File: config.mk
export PLATFORM = sky130hd
export DESIGN_NAME = rd_bus_seq
export DESIGN_NICKNAME = d
export VERILOG_FILES = /design/src/rtl/rdseq_pkg.sv /design/src/rtl/rd_cmd_sched.sv /design/src/rtl/rd_bus_fsm.sv /design/src/rtl/rd_wr_gap_chk.sv /design/src/rtl/rd_bus_seq.sv
export SDC_FILE = /design/constraint.sdc
export NUM_CORES = 1
export LEC_CHECK = 0
export ABC_CLOCK_PERIOD_IN_PS = 11500
export BUFFER_PORTS_ARGS = -buffer_cell sky130_fd_sc_hd__buf_2
export CORE_MARGIN = 4
export CORE_UTILIZATION = 35
export CTS_CLUSTER_DIAMETER = 60
export DETAILED_ROUTE_END_ITERATION = 8
export RECOVER_POWER = 100
export SLEW_MARGIN = 20
export SYNTH_ARGS = -nofsm -noshare
export SYNTH_HDL_FRONTEND = slang
export SYNTH_HIERARCHICAL = 1
export SYNTH_SLANG_ARGS = --single-unit
File: constraint.sdc
create_clock -name clk -period 11.5 [get_ports clk]
set_clock_uncertainty 0.15 [all_clocks]
set_input_delay 0 -clock clk [delete_from_list [all_inputs] [get_ports clk]]
set_output_delay 0 -clock clk [all_outputs]
set_load 0.05 [all_outputs]
File: src/rtl/rdseq_pkg.sv
package rdseq_pkg;
    typedef enum logic [2:0] {
        PH_IDLE,
        PH_PRE,
        PH_BEAT_A,
        PH_BEAT_B,
        PH_BRIDGE,
        PH_POST
    } phase_t;
endpackage

File: src/rtl/rd_cmd_sched.sv
module rd_cmd_sched #(
    parameter int MAX_CL = 16,
    parameter int LAT_W  = 5
) (
    input  logic             clk,
    input  logic             rst_n,
    input  logic             cmd_valid,
    input  logic             cmd_wr,
    input  logic [LAT_W-1:0] cfg_cl,
    input  logic [LAT_W-1:0] cfg_wl,
    input  logic             phase_idle,
    output logic             start_next,
    output logic             start_in2,
    output logic             rd_accept,
    output logic             wr_req,
    output logic [LAT_W:0]   rtw_now,
    output logic             rd_gap_err
);
    localparam int RTW_W = LAT_W + 1;

    logic [MAX_CL-1:0] due_q, due_n, start_bit;
    logic [LAT_W-1:0]  cl_q, wl_q, cl_eff, wl_eff;
    logic [1:0]        since_col;
    logic              idle_all, rd_req;
    logic [RTW_W-1:0]  cl_sum;

    assign idle_all = phase_idle && (due_q == '0);
    assign cl_eff   = idle_all ? cfg_cl : cl_q;
    assign wl_eff   = idle_all ? cfg_wl : wl_q;
    assign rd_req   = cmd_valid && !cmd_wr;
    assign wr_req   = cmd_valid && cmd_wr;
    assign rd_accept = rd_req && (since_col == 2'd2);

    // start slot k means burst begins k cycles after the next cycle starts
    always_comb begin
        for (int k = 0; k < MAX_CL; k++) begin
            start_bit[k] = rd_accept && (cl_eff == LAT_W'(k + 1));
        end
        due_n = (due_q >> 1) | start_bit;
    end

    always_comb begin
        cl_sum  = {1'b0, cl_eff} + RTW_W'(4);
        rtw_now = (cl_sum > {1'b0, wl_eff}) ? (cl_sum - {1'b0, wl_eff}) : '0;
    end

    assign start_next = due_q[1];
    assign start_in2  = due_q[2];

    always_ff @(posedge clk) begin
        if (!rst_n) begin
            due_q      <= '0;
            cl_q       <= LAT_W'(3);
            wl_q       <= '0;
            since_col  <= 2'd2;
            rd_gap_err <= 1'b0;
        end else begin
            due_q <= due_n;
            cl_q  <= cl_eff;
            wl_q  <= wl_eff;
            if (rd_accept || wr_req) begin
                since_col <= 2'd1;
            end else if (since_col != 2'd2) begin
                since_col <= since_col + 2'd1;
            end
            if (rd_req && !rd_accept) begin
                rd_gap_err <= 1'b1;
            end
        end
    end

    AST_RD_ERR_STICKY: assert property (@(posedge clk) disable iff (!rst_n)
        rd_gap_err |=> rd_gap_err);
    AST_REJECT_NO_SLOT: assert property (@(posedge clk) disable iff (!rst_n)
        (rd_req && !rd_accept) |=> (due_q == ($past(due_q) >> 1)));
endmodule

File: src/rtl/rd_bus_fsm.sv
module rd_bus_fsm
    import rdseq_pkg::*;
(
    input  logic clk,
    input  logic rst_n,
    input  logic start_next,
    input  logic start_in2,
    output logic phase_idle,
    output logic odt_en,
    output logic drv_en,
    output logic drive_high,
    output logic dq_valid,
    output logic dq_pair
);
    phase_t phase_q, phase_n;

    always_ff @(posedge clk) begin
        if (!rst_n) begin
            phase_q <= PH_IDLE;
        end else begin
            phase_q <= phase_n;
        end
    end

    always_comb begin
        phase_n = PH_IDLE;
        unique case (phase_q)
            PH_IDLE:   phase_n = start_in2 ? PH_PRE : PH_IDLE;
            PH_PRE:    phase_n = PH_BEAT_A;
            PH_BEAT_A: phase_n = PH_BEAT_B;
            PH_BEAT_B: begin
                if (start_next) begin
                    phase_n = PH_BEAT_A;
                end else if (start_in2) begin
                    phase_n = PH_BRIDGE;
                end else begin
                    phase_n = PH_POST;
                end
            end
            PH_BRIDGE: phase_n = PH_BEAT_A;
            PH_POST:   phase_n = start_in2 ? PH_PRE : PH_IDLE;
            default:   phase_n = PH_IDLE;
        endcase
    end

    always_comb begin
        phase_idle = (phase_q == PH_IDLE);
        odt_en     = (phase_q == PH_IDLE);
        drv_en     = (phase_q != PH_IDLE);
        drive_high = (phase_q == PH_PRE) || (phase_q == PH_BRIDGE) || (phase_q == PH_POST);
        dq_valid   = (phase_q == PH_BEAT_A) || (phase_q == PH_BEAT_B);
        dq_pair    = (phase_q == PH_BEAT_B);
    end

    AST_HIGH_LEADS_DATA: assert property (@(posedge clk) disable iff (!rst_n)
        ((phase_q == PH_PRE) || (phase_q == PH_BRIDGE)) |-> start_next);
    AST_NO_COLD_START: assert property (@(posedge clk) disable iff (!rst_n)
        ((phase_q == PH_IDLE) || (phase_q == PH_POST)) |-> !start_next);
    AST_FIRST_DRIVE_HIGH: assert property (@(posedge clk) disable iff (!rst_n)
        $rose(drv_en) |-> (drive_high && !dq_valid));
    AST_PAIR_ORDER: assert property (@(posedge clk) disable iff (!rst_n)
        (dq_valid && !dq_pair) |=> (dq_valid && dq_pair));
    AST_ODT_AFTER_HIGH: assert property (@(posedge clk) disable iff (!rst_n)
        $rose(odt_en) |-> $past(drive_high));
endmodule

File: src/rtl/rd_wr_gap_chk.sv
module rd_wr_gap_chk #(
    parameter int LAT_W = 5
) (
    input  logic           clk,
    input  logic           rst_n,
    input  logic           rd_accept,
    input  logic           wr_req,
    input  logic [LAT_W:0] rtw_now,
    output logic           wr_gap_err
);
    localparam int CNT_W = LAT_W + 1;

    logic [CNT_W-1:0] since_rd, rtw_q;

    always_ff @(posedge clk) begin
        if (!rst_n) begin
            since_rd   <= '1;
            rtw_q      <= '0;
            wr_gap_err <= 1'b0;
        end else begin
            if (rd_accept) begin
                since_rd <= CNT_W'(1);
                rtw_q    <= rtw_now;
            end else if (since_rd != '1) begin
                since_rd <= since_rd + CNT_W'(1);
            end
            if (wr_req && (since_rd < rtw_q)) begin
                wr_gap_err <= 1'b1;
            end
        end
    end

    AST_WR_ERR_STICKY: assert property (@(posedge clk) disable iff (!rst_n)
        wr_gap_err |=> wr_gap_err);
    AST_WR_LATE_CLEAN: assert property (@(posedge clk) disable iff (!rst_n)
        (!wr_gap_err && !(wr_req && (since_rd < rtw_q))) |=> !wr_gap_err);
endmodule

File: src/rtl/rd_bus_seq.sv
module rd_bus_seq #(
    parameter int MAX_CL = 16,
    parameter int LAT_W  = 5
) (
    input  logic             clk,
    input  logic             rst_n,
    input  logic             cmd_valid,
    input  logic             cmd_wr,
    input  logic [LAT_W-1:0] cfg_cl,
    input  logic [LAT_W-1:0] cfg_wl,
    output logic             odt_en,
    output logic             drv_en,
    output logic             drive_high,
    output logic             dq_valid,
    output logic             dq_pair,
    output logic             rd_gap_err,
    output logic             wr_gap_err
);
    logic           start_next, start_in2, phase_idle, rd_accept, wr_req;
    logic [LAT_W:0] rtw_now;

    rd_cmd_sched #(.MAX_CL(MAX_CL), .LAT_W(LAT_W)) u_sched (
        .clk        (clk),
        .rst_n      (rst_n),
        .cmd_valid  (cmd_valid),
        .cmd_wr     (cmd_wr),
        .cfg_cl     (cfg_cl),
        .cfg_wl     (cfg_wl),
        .phase_idle (phase_idle),
        .start_next (start_next),
        .start_in2  (start_in2),
        .rd_accept  (rd_accept),
        .wr_req     (wr_req),
        .rtw_now    (rtw_now),
        .rd_gap_err (rd_gap_err)
    );

    rd_bus_fsm u_fsm (
        .clk        (clk),
        .rst_n      (rst_n),
        .start_next (start_next),
        .start_in2  (start_in2),
        .phase_idle (phase_idle),
        .odt_en     (odt_en),
        .drv_en     (drv_en),
        .drive_high (drive_high),
        .dq_valid   (dq_valid),
        .dq_pair    (dq_pair)
    );

    rd_wr_gap_chk #(.LAT_W(LAT_W)) u_gap (
        .clk        (clk),
        .rst_n      (rst_n),
        .rd_accept  (rd_accept),
        .wr_req     (wr_req),
        .rtw_now    (rtw_now),
        .wr_gap_err (wr_gap_err)
    );
endmodule

==> qor.yml <==
drtIter0Drc: 87
stdcell_area_mm2: 0.00277
syn_inst: 277
drcViolationCount: 0
switching_share_pct: 33.5
max-cap-violations: 0
cp_num_buf_inv: 4
die_height_um: 91.6
ant_nets: 0
nets: 335
ir_drop_v: 0.0000572
crit_family: "simple AND/OR/NAND/NOR gates"
grt_max_degree: 49
synth.top_cells.by_count: "45 x dfxtp_1, 29 x nand2_1, 24 x o21ai_0, 16 x mux2i_1, 15 x inv_1"
synth-seq-area-share_pct: 36.9
fin_crit_sh_pct: 45.1
vias: 2032
ys_ff_latch: 45
powerDensity_mw_per_mm2: 153
synthArstFlopShare_pct: 0
slew_viol_final: 0
worstSkewPairLatency_ns: 0.29
routed_wl_um: 5190
antenna_found_initial: 0
avgSynthCellArea_um2: 8.82
dpl_cell_area_mm2: 0.00262
holdCritPathClass: "primary input to register"
syn_area_mm2: 0.00244
critPathMostFrequentCell: "inv_1"
min_period_ns: 5.19
wire_per_inst_um: 12.9
slew_headroom_pct: 39.2
gp_congestion: 0.782
antennaDiodeCount: 0
rows: 30
yosysWarnings: 6
worst-endpoint-arrival_ns: 5.23
yosysTopAreaCellShare_pct: 36.9
p_int_uw: 282
seqPwrFrac_pct: 44.4
cp-start-kind: "register"
crit_path_end_kind: "register"
grt_pass1_wl_um: 8990
cp_cell_sequence: "or3_1, inv_1, or4b_1, nor4_1, clkbuf_1, mux2i_1, ha_1, inv_1, fa_1, inv_1, maj3_1, nand3_1, a32oi_1, a21oi_1, and2_0, mux2i_1, nor2b_1"
cts.reportedPaths.clkPinSlew_ns: 0.08
area_delta_synth_final_pct: 13.5
grt_pass1_vias: 1925
cts_buffers: 5
grt_overflow: 0
port_buffers: 20
setup-tns-final_ns: 0
grt.total_usage_pct: 13.1
fmax_mhz: 193
cts_resized: 0
num_io_pins: 21
synth.most_common_cell: "dfxtp_1"
drt_pre_antenna_iters: 4
cts_buffer_depth: 2
rsz0062_at_grt: "no"
root_buffer: "clkbuf_8"
dp_hpwl_um: 3790
postCtsSetupBuffers: 0
cp_max_fo: 14
avgViaCountPerCell: 5.05
max_stage_delay_ns: 0.71
synth_edf_count: 0
switchingPower_uw: 142
ys_types: 54
synth_ff_type: "dfxtp_1"
setup_viol: 0
cts_sinks: 45
cts_hold_buf: 11
critical_path_required_ns: 11.54
finalHoldViolCount: 0
ctsHtreeMaxLevel: 2
die_area_mm2: 0.00838
coreArea_mm2: 0.00679
p_leak_nw: 1.13
cpMaxStageDelayCell: "nor4_1"
synth_area_leader_cell: "dfxtp_1"
netlist_top_cells_area: "dfxtp_1 37%, ha_1 6.7%, mux2i_1 6.6%, o21ai_0 4.9%, nand2_1 4.5%"
worst_slew_pin_slew_ns: 0.904
clkPwrFrac_pct: 21.0
layout-drive-gt1-share_pct: 8.50
initial_core_util_pct: 36.0
dieWidth_um: 91.6
outcome: "completed"
cts_tree: "yes"
crit_type: "register to register"
pwr-share-comb_pct: 34.5
syn_nets: 305
## layout by cell type, fill, tap and decap left out, types with 2 or more instances in the layout
master / Yosys / final
o211ai_1: 2 / 2
dlygate4sd3_1: 0 / 11
nand2b_1: 4 / 4
clkbuf_1: 5 / 8
dfxtp_1: 45 / 45
nor3b_1: 5 / 5
o21ai_0: 24 / 29
nor2_1: 12 / 12
or3_1: 2 / 3
nor2b_1: 12 / 13
maj3_1: 4 / 4
xnor2_1: 3 / 3
and2_0: 0 / 4
nand2_1: 29 / 29
and3b_1: 2 / 2
nand3b_1: 4 / 4
o31ai_1: 2 / 2
inv_1: 15 / 15
nor4_1: 2 / 3
nand3_1: 7 / 7
a21oi_1: 8 / 8
a31oi_1: 2 / 2
ha_1: 13 / 13
nor3_1: 6 / 6
and2_1: 9 / 5
and3_1: 7 / 7
o21a_1: 2 / 2
nor4b_1: 2 / 2
clkbuf_8: 0 / 5
mux2i_1: 16 / 16
buf_2: 1 / 13
## power groups by stage
stage	Clock (mW)	Combinational [mW]	Sequential (mW)
after floorplan	0	0.118	0.189
after global placement	0	0.144	0.191
after detailed placement	0	0.145	0.191
after CTS	0.0941	0.149	0.188
after global routing	0.103	0.167	0.191
final	0.0892	0.146	0.188
## layer usage
metal	global-route usage, %	up-vias	share of wire [%]
met5	0	-	0
met4	4.02	0	0.81
met3	2.82	2	4.0
met2	20.2	39	44
met1	18.3	953	51
li1	-	1038	-
## metrics by stage
stage          setup WS, ns  utilization [%]  hold WS, ns  instances  power (mW)
2_1_floorplan          6.79                -      -0.0308        277       0.307
3_3_place_gp           6.88             38.6        0.157        384       0.335
3_5_place_dp           6.78             38.6        0.161        384       0.337
4_1_cts                6.76             41.3       0.0470        401       0.431
5_1_grt                5.84             40.8        0.107        402       0.461
6_report               6.31             40.8       0.0844        402       0.424
## worst paths after layout
kind / startpoint / end / slack [ns] / cells after the start
setup / recovery: u_fsm/phase_q[2]$_SDFF_PN0_ / u_gap/rtw_q[2]$_SDFFE_PN0P_ / 6.31 / 17
setup reg to reg: u_fsm/phase_q[2]$_SDFF_PN0_ / u_gap/rtw_q[2]$_SDFFE_PN0P_ / 6.31 / 17
hold / removal: cfg_cl[2] / u_sched/cl_q[2]$_SDFF_PN0_ / 0.08 / 3
hold reg to reg: u_sched/due_q[3]$_SDFF_PN0_ / u_sched/due_q[2]$_SDFF_PN0_ / 0.31 / 2
## state kept, by name, indices dropped and copies added (netlist names), 2 cells and up
name / count
u_sched/due_q: 16
u_gap/rtw_q: 6
u_gap/since_rd: 6
u_sched/cl_q: 5
u_sched/wl_q: 5
u_fsm/phase_q: 3
u_sched/since_col: 2
## layout make-up
| cell class | count | area [um2] |
|---|---|---|
| inverters | 15 | 56.3 |
| clock buffers | 5 | 68.8 |
| fillers | 707 | 4020 |
| well taps | 96 | 120 |
| repair buffers | 32 | 205 |
| flip-flops and latches | 45 | 901 |
| multi-input cells | 208 | 1420 |
| clock inverters | 1 | 5.00 |
## tightest hold or removal path: stages
cell and delay [ns]:
buf_2 0.16, mux2_1 0.20, and2_1 0.13
## cells by family (layout without fill, tap and decap cells)
logic type | count (synthesis) | in the layout | synth area share [%]
AND/OR/NAND/NOR | 114 | 114 | 27.8
AO/OA/AOI/OAI | 54 | 54 | 13.3
XOR/XNOR | 4 | 4 | 1.43
flip-flops | 45 | 45 | 36.9
adder cells (fa/ha/maj) | 18 | 18 | 9.11
multiplexers | 18 | 18 | 7.48
buffers and inverters | 24 | 53 | 4.04
Power figures use the tool's default switching activity.
